`config.mk`:
```
export PLATFORM = sky130hd
export DESIGN_NAME = shunt_sampler
export DESIGN_NICKNAME = d
export VERILOG_FILES = /design/src/rtl/shunt_pkg.sv /design/src/rtl/shunt_peak.sv /design/src/rtl/shunt_seq.sv /design/src/rtl/shunt_rebuild.sv /design/src/rtl/shunt_sampler.sv
export SDC_FILE = /design/constraint.sdc
export NUM_CORES = 1
export LEC_CHECK = 0
export ABC_CLOCK_PERIOD_IN_PS = 5200
export BUFFER_PORTS_ARGS = -buffer_cell sky130_fd_sc_hd__buf_2
export CAP_MARGIN = 20
export CORE_ASPECT_RATIO = 1.25
export CORE_MARGIN = 2
export CORE_UTILIZATION = 40
export CTS_BUF_LIST = sky130_fd_sc_hd__clkbuf_4 sky130_fd_sc_hd__clkbuf_8
export DETAILED_ROUTE_END_ITERATION = 7
export SLEW_MARGIN = 0
export SYNTH_ARGS = -nofsm -noshare
export SYNTH_HDL_FRONTEND = slang
export SYNTH_SLANG_ARGS = --single-unit
```
`constraint.sdc`:
```
create_clock -name clk -period 5.2 [get_ports clk]
set_input_delay 0.52 -clock clk [delete_from_list [all_inputs] [get_ports clk]]
set_output_delay 0.52 -clock clk [all_outputs]
set_load 0.005 [all_outputs]
```
`src/rtl/shunt_pkg.sv`:
```
package shunt_pkg;
    localparam int NPH = 3;

    typedef enum logic [1:0] {
        ST_IDLE    = 2'd0,
        ST_CONVERT = 2'd1,
        ST_PUBLISH = 2'd2
    } samp_state_t;
endpackage

```
`src/rtl/shunt_peak.sv`:
```
module shunt_peak #(
    parameter int CNT_W = 16
) (
    input  logic             clk,
    input  logic             rst_n,
    input  logic [CNT_W-1:0] carrier_cnt,
    input  logic [CNT_W-1:0] carrier_period,
    output logic             peak_hit,
    output logic             trig
);
    logic at_peak;
    logic at_peak_q;

    assign at_peak  = (carrier_cnt == carrier_period);
    assign peak_hit = at_peak && !at_peak_q;

    always_ff @(posedge clk) begin
        if (!rst_n) begin
            at_peak_q <= 1'b0;
            trig      <= 1'b0;
        end else begin
            at_peak_q <= at_peak;
            trig      <= peak_hit;
        end
    end

    // the trigger never lasts longer than one clock
    assert_trig_single_R1: assert property (@(posedge clk) disable iff (!rst_n)
        trig |=> !trig);
endmodule

```
`src/rtl/shunt_seq.sv`:
```
module shunt_seq
    import shunt_pkg::*;
(
    input  logic        clk,
    input  logic        rst_n,
    input  logic        peak_hit,
    input  logic        adc_done,
    output samp_state_t state_q,
    output logic        accept,
    output logic        capture
);
    samp_state_t state_d;

    always_ff @(posedge clk) begin
        if (!rst_n) state_q <= ST_IDLE;
        else        state_q <= state_d;
    end

    always_comb begin
        state_d = state_q;
        accept  = 1'b0;
        capture = 1'b0;
        unique case (state_q)
            ST_IDLE: begin
                if (peak_hit) begin
                    accept  = 1'b1;
                    state_d = ST_CONVERT;
                end
            end
            ST_CONVERT: begin
                if (adc_done) begin
                    capture = 1'b1;
                    state_d = ST_PUBLISH;
                end
            end
            ST_PUBLISH: begin
                if (peak_hit) begin
                    accept  = 1'b1;
                    state_d = ST_CONVERT;
                end else begin
                    state_d = ST_IDLE;
                end
            end
            default: state_d = ST_IDLE;
        endcase
    end

    // publish lasts a single cycle
    assert_publish_once_R8: assert property (@(posedge clk) disable iff (!rst_n)
        (state_q == ST_PUBLISH) |=> (state_q != ST_PUBLISH));
    // publish is only reached through a done strobe
    assert_publish_after_done_R8: assert property (@(posedge clk) disable iff (!rst_n)
        (state_q == ST_PUBLISH) |-> $past(adc_done));
endmodule

```
`src/rtl/shunt_rebuild.sv`:
```
module shunt_rebuild
    import shunt_pkg::*;
#(
    parameter int ADC_W = 12,
    parameter int OUT_W = ADC_W + 1
) (
    input  logic [NPH*ADC_W-1:0] codes,
    input  logic [NPH-1:0]       mask,
    output logic [NPH*OUT_W-1:0] currents,
    output logic                 usable
);
    localparam int SUM_W = OUT_W + 2;
    localparam logic signed [OUT_W-1:0] OFF_S = OUT_W'(1 << (ADC_W - 1));
    localparam logic signed [SUM_W-1:0] MAX_S = SUM_W'((1 << (OUT_W - 1)) - 1);
    localparam logic signed [SUM_W-1:0] MIN_S = -SUM_W'(1 << (OUT_W - 1));

    logic signed [OUT_W-1:0] meas [NPH];

    for (genvar p = 0; p < NPH; p++) begin : g_phase
        localparam int J = (p + 1) % NPH;
        localparam int K = (p + 2) % NPH;
        logic signed [SUM_W-1:0] neg_sum;
        logic signed [OUT_W-1:0] rebuilt;

        assign meas[p] = $signed({1'b0, codes[p*ADC_W +: ADC_W]}) - OFF_S;

        assign neg_sum = -(SUM_W'(meas[J]) + SUM_W'(meas[K]));

        always_comb begin
            if (neg_sum > MAX_S)      rebuilt = MAX_S[OUT_W-1:0];
            else if (neg_sum < MIN_S) rebuilt = MIN_S[OUT_W-1:0];
            else                      rebuilt = neg_sum[OUT_W-1:0];
        end

        assign currents[p*OUT_W +: OUT_W] = mask[p] ? meas[p] : rebuilt;
    end

    assign usable = (mask[0] & mask[1]) | (mask[1] & mask[2]) | (mask[0] & mask[2]);
endmodule

```
`src/rtl/shunt_sampler.sv`:
```
module shunt_sampler
    import shunt_pkg::*;
#(
    parameter int CNT_W = 16,
    parameter int ADC_W = 12,
    parameter int OUT_W = ADC_W + 1
) (
    input  logic                    clk,
    input  logic                    rst_n,
    input  logic [CNT_W-1:0]        carrier_cnt,
    input  logic [CNT_W-1:0]        carrier_period,
    input  logic [2:0]              meas_mask,
    input  logic [ADC_W-1:0]        adc_code_a,
    input  logic [ADC_W-1:0]        adc_code_b,
    input  logic [ADC_W-1:0]        adc_code_c,
    input  logic                    adc_done,
    output logic                    adc_trig,
    output logic signed [OUT_W-1:0] cur_a,
    output logic signed [OUT_W-1:0] cur_b,
    output logic signed [OUT_W-1:0] cur_c,
    output logic                    cur_valid,
    output logic                    recon_err
);
    samp_state_t          state_q;
    logic                 peak_hit;
    logic                 accept;
    logic                 capture;
    logic [NPH-1:0]       mask_q;
    logic [NPH*OUT_W-1:0] rebuilt;
    logic                 usable;

    shunt_peak #(.CNT_W(CNT_W)) u_peak (
        .clk            (clk),
        .rst_n          (rst_n),
        .carrier_cnt    (carrier_cnt),
        .carrier_period (carrier_period),
        .peak_hit       (peak_hit),
        .trig           (adc_trig)
    );

    shunt_seq u_seq (
        .clk      (clk),
        .rst_n    (rst_n),
        .peak_hit (peak_hit),
        .adc_done (adc_done),
        .state_q  (state_q),
        .accept   (accept),
        .capture  (capture)
    );

    shunt_rebuild #(.ADC_W(ADC_W), .OUT_W(OUT_W)) u_rebuild (
        .codes    ({adc_code_c, adc_code_b, adc_code_a}),
        .mask     (mask_q),
        .currents (rebuilt),
        .usable   (usable)
    );

    always_ff @(posedge clk) begin
        if (!rst_n) begin
            mask_q    <= '0;
            cur_a     <= '0;
            cur_b     <= '0;
            cur_c     <= '0;
            recon_err <= 1'b0;
        end else begin
            if (accept) mask_q <= meas_mask;
            if (capture) begin
                recon_err <= !usable;
                if (usable) begin
                    cur_a <= rebuilt[0*OUT_W +: OUT_W];
                    cur_b <= rebuilt[1*OUT_W +: OUT_W];
                    cur_c <= rebuilt[2*OUT_W +: OUT_W];
                end
            end
        end
    end

    assign cur_valid = (state_q == ST_PUBLISH);

    // latched mask is frozen while a conversion is pending
    assert_mask_frozen_R7: assert property (@(posedge clk) disable iff (!rst_n)
        (state_q == ST_CONVERT && $past(state_q) == ST_CONVERT) |-> $stable(mask_q));
    // an unusable period leaves the currents untouched
    assert_hold_on_err_R6: assert property (@(posedge clk) disable iff (!rst_n)
        (cur_valid && recon_err) |-> ($stable(cur_a) && $stable(cur_b) && $stable(cur_c)));
    // outputs move only at a publish
    assert_quiet_outputs_R9: assert property (@(posedge clk) disable iff (!rst_n)
        !cur_valid |-> ($stable(cur_a) && $stable(recon_err)));
endmodule

```
Yosys cells after proc, flatten, opt, wreduce, memory -nomap -nowiden
Cells that the tools add are included.

storage, ports and cells
  register bits = 47
  latch bits = 0
  bits in writable memories = 0
  bits in read-only memories = 0
  input port bits = 74
  output and inout bits = 42
  word-level logic and storage cells = 57
  memories kept = 0

operators by class
  add/sub/neg operators = 9
  multipliers = 0
  div/mod/pow operators = 0
  magnitude comparators = 6
  equal/unequal tests = 5
  shifts and indexed selects = 0
  multiplexer cells = 17
  bitwise gates (word level) = 5
  reduce and logical (&&, ||, !) cells = 7

operators with widths
  operator                                                         number
  two-way mux 13 bit                                               9
  greater-than comparator 15 x 13 -> 1 bit, second input constant  3
  less-than comparator 15 x 13 -> 1 bit, second input constant     3
  negation 15 bit                                                  3
  adder 13 x 13 -> 14 bit                                          3
  subtractor 12 x 12 -> 13 bit, second input constant              3
  equality test 16 bit                                             1
  one-hot mux 2 bit (3 select lines)                               1
  two-way mux 1 bit                                                5
  two-way mux 2 bit                                                2
  inequality test 2 bit, second input constant                     2
  AND reduction 2 bit                                              2
  bitwise AND 1 bit                                                3
  equality test 2 x 1 -> 1 bit, second input constant              1
  equality test 2 bit, second input constant                       1
  logical NOT 1 bit                                                2
  logical NOT 2 bit                                                1
  OR 1 bit                                                         2
  OR reduction 2 bit                                               1
  logical AND 1 bit                                                1

Logic depth before layout (Yosys ltp)
Gate-level depths: netlist of run 1.

  depth in word-level cells = 7
  mapped depth = 14
  mapped depth without buffers = 13

Modules after synthesis
From an unflattened synthesis of run 1, not the netlist that was laid out.

unflattened totals
  cell total of the unflattened synthesis = 606
  area total of the unflattened synthesis = 4926.0 µm²

modules (own cells, without submodules)
  module         instances  cells each  area each (µm²)  sequential area each (µm²)
  shunt_rebuild  1          381         2766.4           0.0
  shunt_sampler  1          191         1850.5           860.8
  shunt_peak     1          27          232.7            40.0
  shunt_seq      1          7           76.3             40.0

Least setup slack after synthesis of run 1
Ideal clock, no wire load.

  path kind = in2reg
  from = in adc_code_a[0]
  to = reg cur_c[10]
  library setup time = 117 ps
  data arrival time = 3286 ps
  data required time = 5083 ps
  path slack = 1796 ps
  stages = 14
  path buffers = 1
  path through = ha_1 > inv_1 > fa_1 > nor2b_1 > o211a_1 > nor4b_1 > nand4b_1 > or4_4 > nor4_4 > a21oi_1 > buf_2 > a21oi_1 > nand2_1 > a32o_1

between the ends
  cells in the longest elaborated chain, start to end = 7
  elaborated cells between the ends (all ways) = 8
  classes of those cells = add/sub (3); order compare (2); mux (3)

RTL lines
  what                                   RTL line             text
  start, declared                        shunt_sampler.sv:13  input logic [ADC_W-1:0] adc_code_a,
  subtractor 12 x 12 -> 13 bit *         shunt_rebuild.sv:25  assign meas[p] = $signed({1'b0, codes[p*ADC_W +: ADC_W]}) - OFF_S;
  adder 13 x 13 -> 14 bit *              shunt_rebuild.sv:27  assign neg_sum = -(SUM_W'(meas[J]) + SUM_W'(meas[K]));
  negation 15 bit *                      shunt_rebuild.sv:27
  less-than comparator 15 x 13 -> 1 bit  shunt_rebuild.sv:31  else if (neg_sum < MIN_S) rebuilt = MIN_S[OUT_W-1:0];
  two-way mux 13 bit                     shunt_rebuild.sv:31
  two-way mux 13 bit *                   shunt_rebuild.sv:30  if (neg_sum > MAX_S) rebuilt = MAX_S[OUT_W-1:0];
  two-way mux 13 bit *                   shunt_rebuild.sv:35  assign currents[p*OUT_W +: OUT_W] = mask[p] ? meas[p] : rebuilt;
  end signal, assigned                   shunt_sampler.sv:72  cur_c <= rebuilt[2*OUT_W +: OUT_W];
  end, declared                          shunt_sampler.sv:20  output logic signed [OUT_W-1:0] cur_c,

Mark *: on every way between the ends. The rest lies on a longest branch, timed or not.
A chain may end at the register's enable or synchronous reset.

Final worst setup path of run 1
Ends and elaborated chain as after synthesis.

==> run_results.csv, run 1 <==
group,metric,value,unit
pwr,powerDensity,201,mW/mm^2
placement,port_buffers,115,
worst_setup_path,timing.rr.start,"mask_q[2]",
floorplan,core,0.0127,sq mm
timing,rsz0062_at_grt,"false",
clocking,clk_latency,0.32,ns
placement,place_congestion,0.921,
timing,fmax,274,MHz
worst_setup_path,critPathArrivalTime,3.88,ns
timing,finalSetupTns,0,ns
synth,ys_async_sr_fraction,0,%
drt,remaining_drc_errors,0,
layout,fill_cells,1307,
synth,synth_cell_type_count,79,
floorplan,fp.dieH,132,um
timing,worst_slack,1.55,ns
synth,ys.flop_type,"dfxtp_1",
timing,timing.hold.ws,0.428,ns
clocking,path_clk_slew,0.10,ns
synth,yosysTopAreaCellShare,18.0,%
layout,multi_input_area,0.00410,sq mm
layout,layout_commonest_cell,"buf_2",
floorplan,placementRows,46,
placement,hpwlAfterDp,14400,um
drt,wire_per_inst,18.5,um
worst_setup_path,cp_data_required_time,5.42,ns
clocking,post-cts-setup-buffers,0,
drt,vias_per_cell,5.75,
drt,ant_nets,0,
hold_path,holdCritPathClass,"flop to flop",
synth,yosys_warnings,0,
clocking,postCtsHoldBufs,0,
timing,setup_viol,0,
timing,slew_headroom,43.9,%
clocking,clock_path_buffers,2,
flow_run,drv_cap,0,
synth,synth_top_area_cell,"dfxtp_1",
floorplan,start_util,41.0,%
timing,fin_crit,3.65,ns
drt,drtPass1Iterations,4,
pwr,irDropWorstVdd,0.0964,mV
status,status,"completed",
synth,synth-edff-count,0,
global_route,grt_pass1_vias,5150,
synth,postSynthCellCount,671,
layout,regArea,941,sq um
synth,postSynthAreaPerCell,7.78,sq um
drt,dr.first_iter.drc_count,243,
placement,dp_worst_setup_slack,1.22,ns
synth,ys_ff_latch,47,
timing,fin_skew,0.0152,ns
clocking,clockRootBuffer,"clkbuf_8",
timing,finalMaxSlewViolations,0,
clocking,cts_resized,0,
pwr,p_leak,2.66,nW
global_route,grt_usage,24.6,%
layout,num_antenna_cells,0,
synth,synth_area_leaders,"dfxtp_1 18%, ha_1 10%, xnor2_1 6.7%, nand2_1 4.4%, o21ai_0 4.0%",
drt,dr_total_vias,5425,
worst_setup_path,worstSetupStartpointType,"primary input",
global_route,antenna_found_initial,0,
clocking,cts_buffers,5,
timing,worst_slew_pin_slew,0.840,ns
synth,ys_seq_area_share,18.0,%
timing,post-route-period-util,70.2,%
layout,syn2layout_area_growth,15.8,%
global_route,grt.overflow.total,0,
worst_setup_path,end_kind,"flop",
floorplan,die_area,0.0140,sq mm
floorplan,die_width,106,um
clocking,cts_sinks,47,
synth,syn_area,0.00522,sq mm
drt,wl,17500,um
floorplan,ioPinCount,116,
hold_path,min_from,"u_peak.at_peak_q",
layout,finalNetCount,894,
timing,hold_violations,0,
synth,synth_nets,790,
clocking,cts_tree,"done",
worst_setup_path,crit_type,"primary input to flop",
layout,final_cell_mix,"115 x buf_2, 61 x nand2_1, 47 x dfxtp_1",
clocking,htree_levels,2,
global_route,grt_pass1_wl,27000,um
worst_setup_path,crit_start,"adc_code_a[0]",
global_route,grt_start_max_net_pins,31,
layout,drive_above_1_share,19.7,%
worst_setup_path,crit_path_max_fanout,12,
==> report_power, final <==
group          switching, mW  internal [mW]
clock network          0.144         0.0965
logic                  0.371          0.244
registers         0.00000371          0.360
==> final timing paths <==
check                           slack (ns)          end  cells past startpoint
worst max register to register        2.87     cur_a[8]                      7
worst min-delay path                  0.43  u_peak.trig                      1
worst max-delay path                  1.55    cur_c[10]                     14
worst min register to register        0.43  u_peak.trig                      1
==> kinds of logic after synthesis <==
family | Yosys count | synth area share [%]
AND/OR/NAND/NOR | 234 | 24.0
AO/OA/AOI/OAI | 224 | 30.5
XOR/XNOR | 62 | 10.4
adder cells (fa/ha/maj) | 48 | 11.8
multiplexers | 8 | 1.77
buffers and inverters | 48 | 3.50
flip-flops | 47 | 18.0
==> layer usage <==
layer	vias up	track usage (%)	part of all wire [%]
met1	2540	30.3	43
met5	-	0	0
met2	147	43.0	49
met4	0	9.94	3.6
li1	2708	-	-
met3	30	2.63	4.1
==> synthesized netlist by cell type (all sizes together) (9+ instances only) <==
library cell and count:
nor2 46, nand2 61, o21a 16, nor4 11
xor2 22, clkbuf 18, a21o 22, xnor2 40
ha 42, o211ai 9, nand3 15, a21oi 34
and2 9, a31oi 11, nand2b 16, nor3 12
nor2b 15, a211oi 15, o21ai 51, inv 27
dfxtp 47
==> registers in the layout, indices dropped and copies added (netlist names) <==
name,cells
u_peak.at_peak_q,1
u_peak.trig,1
cur_b,13
cur_c,13
u_seq.state_q,2
mask_q,3
recon_err,1
cur_a,13
==> final cells by class <==
class                           count  area share [%]
Clock inverter                      3           0.394
Tap cell                          168            3.48
Sequential cell                    47            15.6
Clock buffer                        5            1.14
Multi-Input combinational cell    576            67.8
Inverter                           27            1.68
Timing Repair Buffer              118            9.90
==> critical path, stage by stage <==
cell and delay (ns):
buf_2 0.13, ha_1 0.21, inv_1 0.07, fa_1 0.41, nor2b_1 0.19, o211a_1 0.23
nor4b_1 0.07, nand4b_1 0.36, or4_4 0.62, nor4_4 0.19, a21oi_1 0.31, a21oi_1 0.21
nand2_1 0.08, a32o_1 0.27
==> stage by stage <==
stage	cell area [sq um]	power [mW]	utilization (%)	instances
2_1_floorplan	5220	0.818	-	671
3_3_place_gp	5950	0.966	46.8	936
3_5_place_dp	5950	0.973	46.8	936
4_1_cts	6040	1.21	47.5	944
5_1_grt	6040	1.29	47.5	944
6_report	6040	1.21	47.5	944
(Power assumes the default switching activity.)
==> run 2: changes to the inputs <==
ABC_AREA = 1   (was default)
ABC_CLOCK_PERIOD_IN_PS = 3410   (was 5200)
clock period = 3.41 ns   (was 5.2 ns; I/O delays follow)
==> run_results.csv, run 2 <==
group,metric,value,unit
status,status,"completed",
worst_setup_path,critPathArrivalTime,3.31,ns
clocking,clockRootBuffer,"clkbuf_8",
synth,synth_top_area_cell,"nand2_1",
drt,vias_per_cell,5.00,
floorplan,die_width,114,um
worst_setup_path,cpMostUsedCell,"nand2_1",
global_route,grt_usage,23.7,%
synth,synth_nets,1225,
global_route,grt_start_max_net_pins,40,
timing,fmax,326,MHz
pwr,power.switching,0.902,mW
placement,port_buffers,115,
timing,fin_crit,3.07,ns
synth,syn_area,0.00600,sq mm
drt,ant_nets,0,
pwr,p_leak,4.01,nW
pwr,total_power,2.03,mW
timing,rsz0062_at_grt,"false",
layout,fin_cells,1393,
layout,finalNetCount,1329,
clocking,htree_levels,2,
clocking,post-cts-setup-buffers,0,
timing,post-route-period-util,89.9,%
worst_setup_path,cp_top_family,"simple AND/OR/NAND/NOR gates",
clocking,cts_resized,0,
synth,ys_seq_area_share,15.7,%
pwr,powerDensity,297,mW/mm^2
drt,remaining_drc_errors,0,
synth,ys.flop_type,"dfxtp_1",
synth,synth_cell_type_count,39,
flow_run,drv_cap,0,
layout,syn2layout_area_growth,14.2,%
clocking,postCtsHoldBufs,0,
floorplan,placementRows,50,
floorplan,start_util,40.5,%
clocking,clk_latency,0.31,ns
worst_setup_path,slowest_delay,0.55,ns
global_route,grt.overflow.total,0,
synth,ys_ff_latch,47,
timing,slew_headroom,61.8,%
drt,wl,19300,um
layout,layout_commonest_cell,"nand2_1",
global_route,grt_pass1_vias,6351,
layout,final_cell_mix,"419 x nand2_1, 139 x inv_1, 115 x buf_2",
pwr,combPwrFrac,52.2,%
drt,wire_per_inst,13.9,um
layout,num_antenna_cells,0,
floorplan,die_area,0.0160,sq mm
global_route,grt_pass1_wl,30600,um
synth,postSynthCellCount,1106,
placement,place_inst,1385,
clocking,cts_tree,"done",
timing,timing.hold.ws,0.305,ns
layout,largestRegisters,"cur_a x13, cur_b x13, cur_c x13",
placement,hpwlAfterDp,16300,um
drt,drtPass1Iterations,5,
floorplan,ioPinCount,116,
timing,worst_slew_pin_slew,0.573,ns
hold_path,holdCritPathClass,"primary input to flop",
worst_setup_path,cp_data_required_time,3.65,ns
clocking,clock_path_buffers,2,
synth,postSynthAreaPerCell,5.43,sq um
synth,ys_async_sr_fraction,0,%
floorplan,core,0.0148,sq mm
timing,fin_skew,0.00661,ns
worst_setup_path,worstSetupStartpointType,"primary input",
global_route,antenna_found_initial,0,
worst_setup_path,crit_type,"primary input to flop",
worst_setup_path,worst_path_max_delay_cell,"fa_1",
timing,finalMaxSlewViolations,0,
pwr,switching_share,44.4,%
timing,hold_violations,0,
pwr,irDropWorstVdd,0.139,mV
synth,synthTopCellsByCount,"419 x nand2_1, 139 x inv_1, 112 x nand3_1, 112 x nor2_1, 50 x a21oi_1",
worst_setup_path,crit_buf_inv,3,
synth,yosys_warnings,0,
worst_setup_path,cp_cell_sequence,"buf_2, ha_1, inv_1, fa_1, ha_1, inv_1, a21oi_1, nand2_1, nor2_1, nand2_2, nor2_4, nand2_1, o21ai_0, nand2_1, nand2_1, nand2_1, nand2_1, nand2_1, a21oi_1",
clocking,path_clk_slew,0.09,ns
clocking,cts_sinks,47,
floorplan,fp.dieH,141,um
timing,setup_viol,0,
worst_setup_path,end_kind,"flop",
drt,dr.first_iter.drc_count,341,
synth,synth-edff-count,0,
pwr,seqPwrFrac,27.0,%
pwr,p_clk_share,20.9,%
synth,synth_area_leaders,"nand2_1 26%, dfxtp_1 16%, nand3_1 9.3%, ha_1 8.8%, inv_1 8.7%",
placement,place_congestion,0.951,
worst_setup_path,crit_path_max_fanout,12,
pwr,p_int,1.13,mW
synth,synth.most_common_cell,"nand2_1",
layout,drive_above_1_share,12.9,%
synth,yosysTopAreaCellShare,26.2,%
clocking,cts_buffers,5,
timing,finalSetupTns,0,ns
drt,dr_total_vias,6967,
run 2: cell types whose count changed after synthesis, sizes merged, moves of 9 or more:
cell,before,now
nor2b,15,0
inv,27,144
nand4,7,16
nand2,61,430
nand2b,16,1
a21o,22,2
a211oi,15,1
xnor2,40,9
o21a,16,2
a21oi,34,52
nor2,46,116
o211ai,9,0
nand3,15,114
run 2: layer usage:
metal | vias up | part of all wire, % | track usage, %
li1 | 3718 | - | -
met1 | 3024 | 44 | 30.1
met2 | 191 | 49 | 42.2
met3 | 34 | 4.7 | 1.46
met4 | 0 | 2.7 | 8.15
met5 | - | 0 | 0
run 2: path summary, 6_finish.rpt:
kind	start	end	slack, ns	cells after the start
setup reg to reg	mask_q[0]	cur_c[10]	1.00	8
hold / removal	adc_done	u_seq.state_q[1]	0.31	3
setup / recovery	adc_code_a[0]	cur_b[11]	0.34	19
hold reg to reg	u_peak.at_peak_q	u_peak.trig	0.43	1
run 2: area by class of cell:
cell class	count	area [sq um]
fill	1689	7970
multi-input combinational	890	4400
sequential	47	941
timing repair buffer	119	618
inverter	147	552
tap	182	228
clock buffer	5	68.8
clock inverter	3	46.3
run 2: cell families after synthesis:
kind of cell	count (synthesis)	synth area share, %
adders and majority gates	46	9.94
and+or+nand+nor	696	48.6
buffers and inverters	169	11.0
DFF	47	15.7
xor gates and xnor gates	31	4.52
AOI/OAI and AO/OA	117	10.3
run 2: worst min-delay path, stage by stage:
cell and delay, ns:
buf_2 0.09, inv_1 0.08, nor4_1 0.05
run 2: power by group through the flow:
stage / Combinational [mW] / Clock (mW) / Sequential [mW]
after global routing: 1.21 / 0.454 / 0.549
after CTS: 1.06 / 0.441 / 0.548
after detailed placement: 1.05 / 0 / 0.561
after global placement: 1.05 / 0 / 0.561
final: 1.06 / 0.424 / 0.548
after floorplan: 0.803 / 0 / 0.561
run 2: stage by stage:
stage,setup slack [ns],util [%],cell area [sq um]
2_1_floorplan,0.690,-,6000
3_3_place_gp,0.0679,45.5,6740
3_5_place_dp,0.0767,45.5,6740
4_1_cts,0.406,46.3,6860
5_1_grt,0.0330,46.3,6860
6_report,0.344,46.3,6860
==> run 3: changes to the inputs <==
BUFFER_PORTS_ARGS = default   (was -buffer_cell sky130_fd_sc_hd__buf_2)
CORE_ASPECT_RATIO = 0.5   (was 1.25)
DONT_BUFFER_PORTS = 1   (was default)
==> run_results.csv, run 3 (same netlist as run 2, synthesis figures left out) <==
group,metric,value,unit
layout,largestRegisters,"cur_a x13, cur_b x13, cur_c x13",
clocking,cts_sinks,47,
flow_run,drv_cap,0,
timing,finalMaxSlewViolations,0,
clocking,clock_path_buffers,2,
clocking,clk_latency,0.32,ns
timing,finalSetupTns,0,ns
clocking,postCtsHoldBufs,0,
drt,wire_per_inst,16.0,um
worst_setup_path,cp_data_required_time,3.63,ns
timing,hold_violations,0,
worst_setup_path,end_kind,"flop",
floorplan,ioPinCount,116,
timing,fin_crit,2.96,ns
global_route,antenna_found_initial,0,
pwr,switching_share,44.1,%
clocking,cts_tree,"done",
global_route,grt_pass1_vias,6152,
status,status,"completed",
floorplan,core,0.0146,sq mm
pwr,irDropWorstVdd,0.144,mV
timing,rsz0062_at_grt,"false",
pwr,combPwrFrac,50.5,%
placement,port_buffers,0,
pwr,p_leak,3.50,nW
clocking,clockRootBuffer,"clkbuf_8",
timing,fin_skew,0.0116,ns
placement,place_congestion,0.899,
floorplan,placementRows,31,
global_route,grt_start_max_net_pins,41,
pwr,seqPwrFrac,27.2,%
layout,finalNetCount,1214,
timing,slew_headroom,55.9,%
layout,fill_cells,1676,
drt,remaining_drc_errors,0,
clocking,cts_resized,0,
floorplan,die_area,0.0161,sq mm
layout,regArea,941,sq um
drt,wl,20700,um
timing,post-route-period-util,86.9,%
worst_setup_path,crit_path_max_fanout,12,
layout,multi_input_area,0.00440,sq mm
pwr,power.switching,0.890,mW
clocking,cts_buffers,5,
floorplan,fp.dieH,90.6,um
drt,ant_nets,0,
worst_setup_path,crit_type,"primary input to flop",
global_route,grt_usage,26.0,%
clocking,htree_levels,2,
timing,worst_slew_pin_slew,0.660,ns
timing,setup_viol,0,
worst_setup_path,critPathArrivalTime,3.18,ns
pwr,powerDensity,320,mW/mm^2
pwr,p_int,1.13,mW
clocking,path_clk_slew,0.09,ns
global_route,grt_pass1_wl,32600,um
layout,layout_commonest_cell,"nand2_1",
clocking,post-cts-setup-buffers,0,
global_route,grt.overflow.total,0,
layout,final_util,43.2,%
timing,fmax,337,MHz
pwr,p_clk_share,22.3,%
hold_path,holdCritPathClass,"primary input to flop",
layout,num_antenna_cells,0,
drt,drtPass1Iterations,6,
layout,drive_above_1_share,3.74,%
worst_setup_path,worstSetupStartpointType,"primary input",
layout,final_cell_mix,"419 x nand2_1, 139 x inv_1, 112 x nand3_1",
drt,vias_per_cell,5.26,
placement,hpwlAfterDp,17500,um
drt,dr_total_vias,6806,
pwr,total_power,2.02,mW
floorplan,start_util,41.2,%
drt,dr.first_iter.drc_count,531,
layout,syn2layout_area_growth,5.00,%
floorplan,die_width,177,um
run 3: final cells by class:
type / count / area share, %
clock buffer: 6 / 1.31
clock inverter: 2 / 0.556
inverter: 147 / 8.75
multi-input combinational: 890 / 69.9
sequential: 47 / 14.9
tap: 198 / 3.93
timing repair buffer: 4 / 0.675
run 3: power by group through the flow:
stage | combinational (mW) | sequential, mW | clock (mW)
CTS | 1.01 | 0.548 | 0.455
floorplan | 0.803 | 0.561 | 0
finish | 1.02 | 0.548 | 0.450
global route | 1.17 | 0.549 | 0.478
global placement | 0.998 | 0.561 | 0
detailed placement | 1.00 | 0.561 | 0
run 3: worst paths after layout:
| kind | from | endpoint | slack [ns] | cells after the start |
|---|---|---|---|---|
| worst max-delay path | adc_code_a[0] | cur_b[9] | 0.45 | 21 |
| worst max register to register | mask_q[2] | cur_c[4] | 1.19 | 8 |
| worst min register to register | u_peak.at_peak_q | u_peak.trig | 0.43 | 1 |
| worst min-delay path | rst_n | cur_b[12] | 0.16 | 2 |
run 3: through the flow:
stage | std cells | hold WS (ns) | worst slack (ns) | cell area (sq um)
CTS | 1294 | 0.145 | 0.458 | 6300
floorplan | 1106 | 0.402 | 0.690 | 6000
detailed placement | 1286 | 0.420 | 0.126 | 6190
global route | 1294 | 0.146 | 0.107 | 6300
finish | 1294 | 0.158 | 0.446 | 6300
global placement | 1286 | 0.408 | 0.144 | 6190
run 3: per-layer routing:
layer	vias to the layer above	global-route usage, %	routed length [um]
met4	0	6.22	451
met3	23	3.91	1100
met1	3085	37.4	10400
met2	207	40.6	8790
li1	3491	-	-
met5	-	0	0
run 3: worst max-delay path: stages:
cell	delay, ns
ha_1	0.20
inv_1	0.07
fa_1	0.40
inv_1	0.15
nand2_1	0.09
nand2_1	0.10
nand2_1	0.05
nor2_1	0.21
nand2_1	0.09
nor2_1	0.13
nand3_1	0.13
nor2_2	0.18
nand3_1	0.12
nand2_1	0.15
nand2_1	0.06
nor2_1	0.10
nand2_1	0.07
nand3_2	0.21
nand3_1	0.18
nand2_1	0.10
nand2_1	0.04
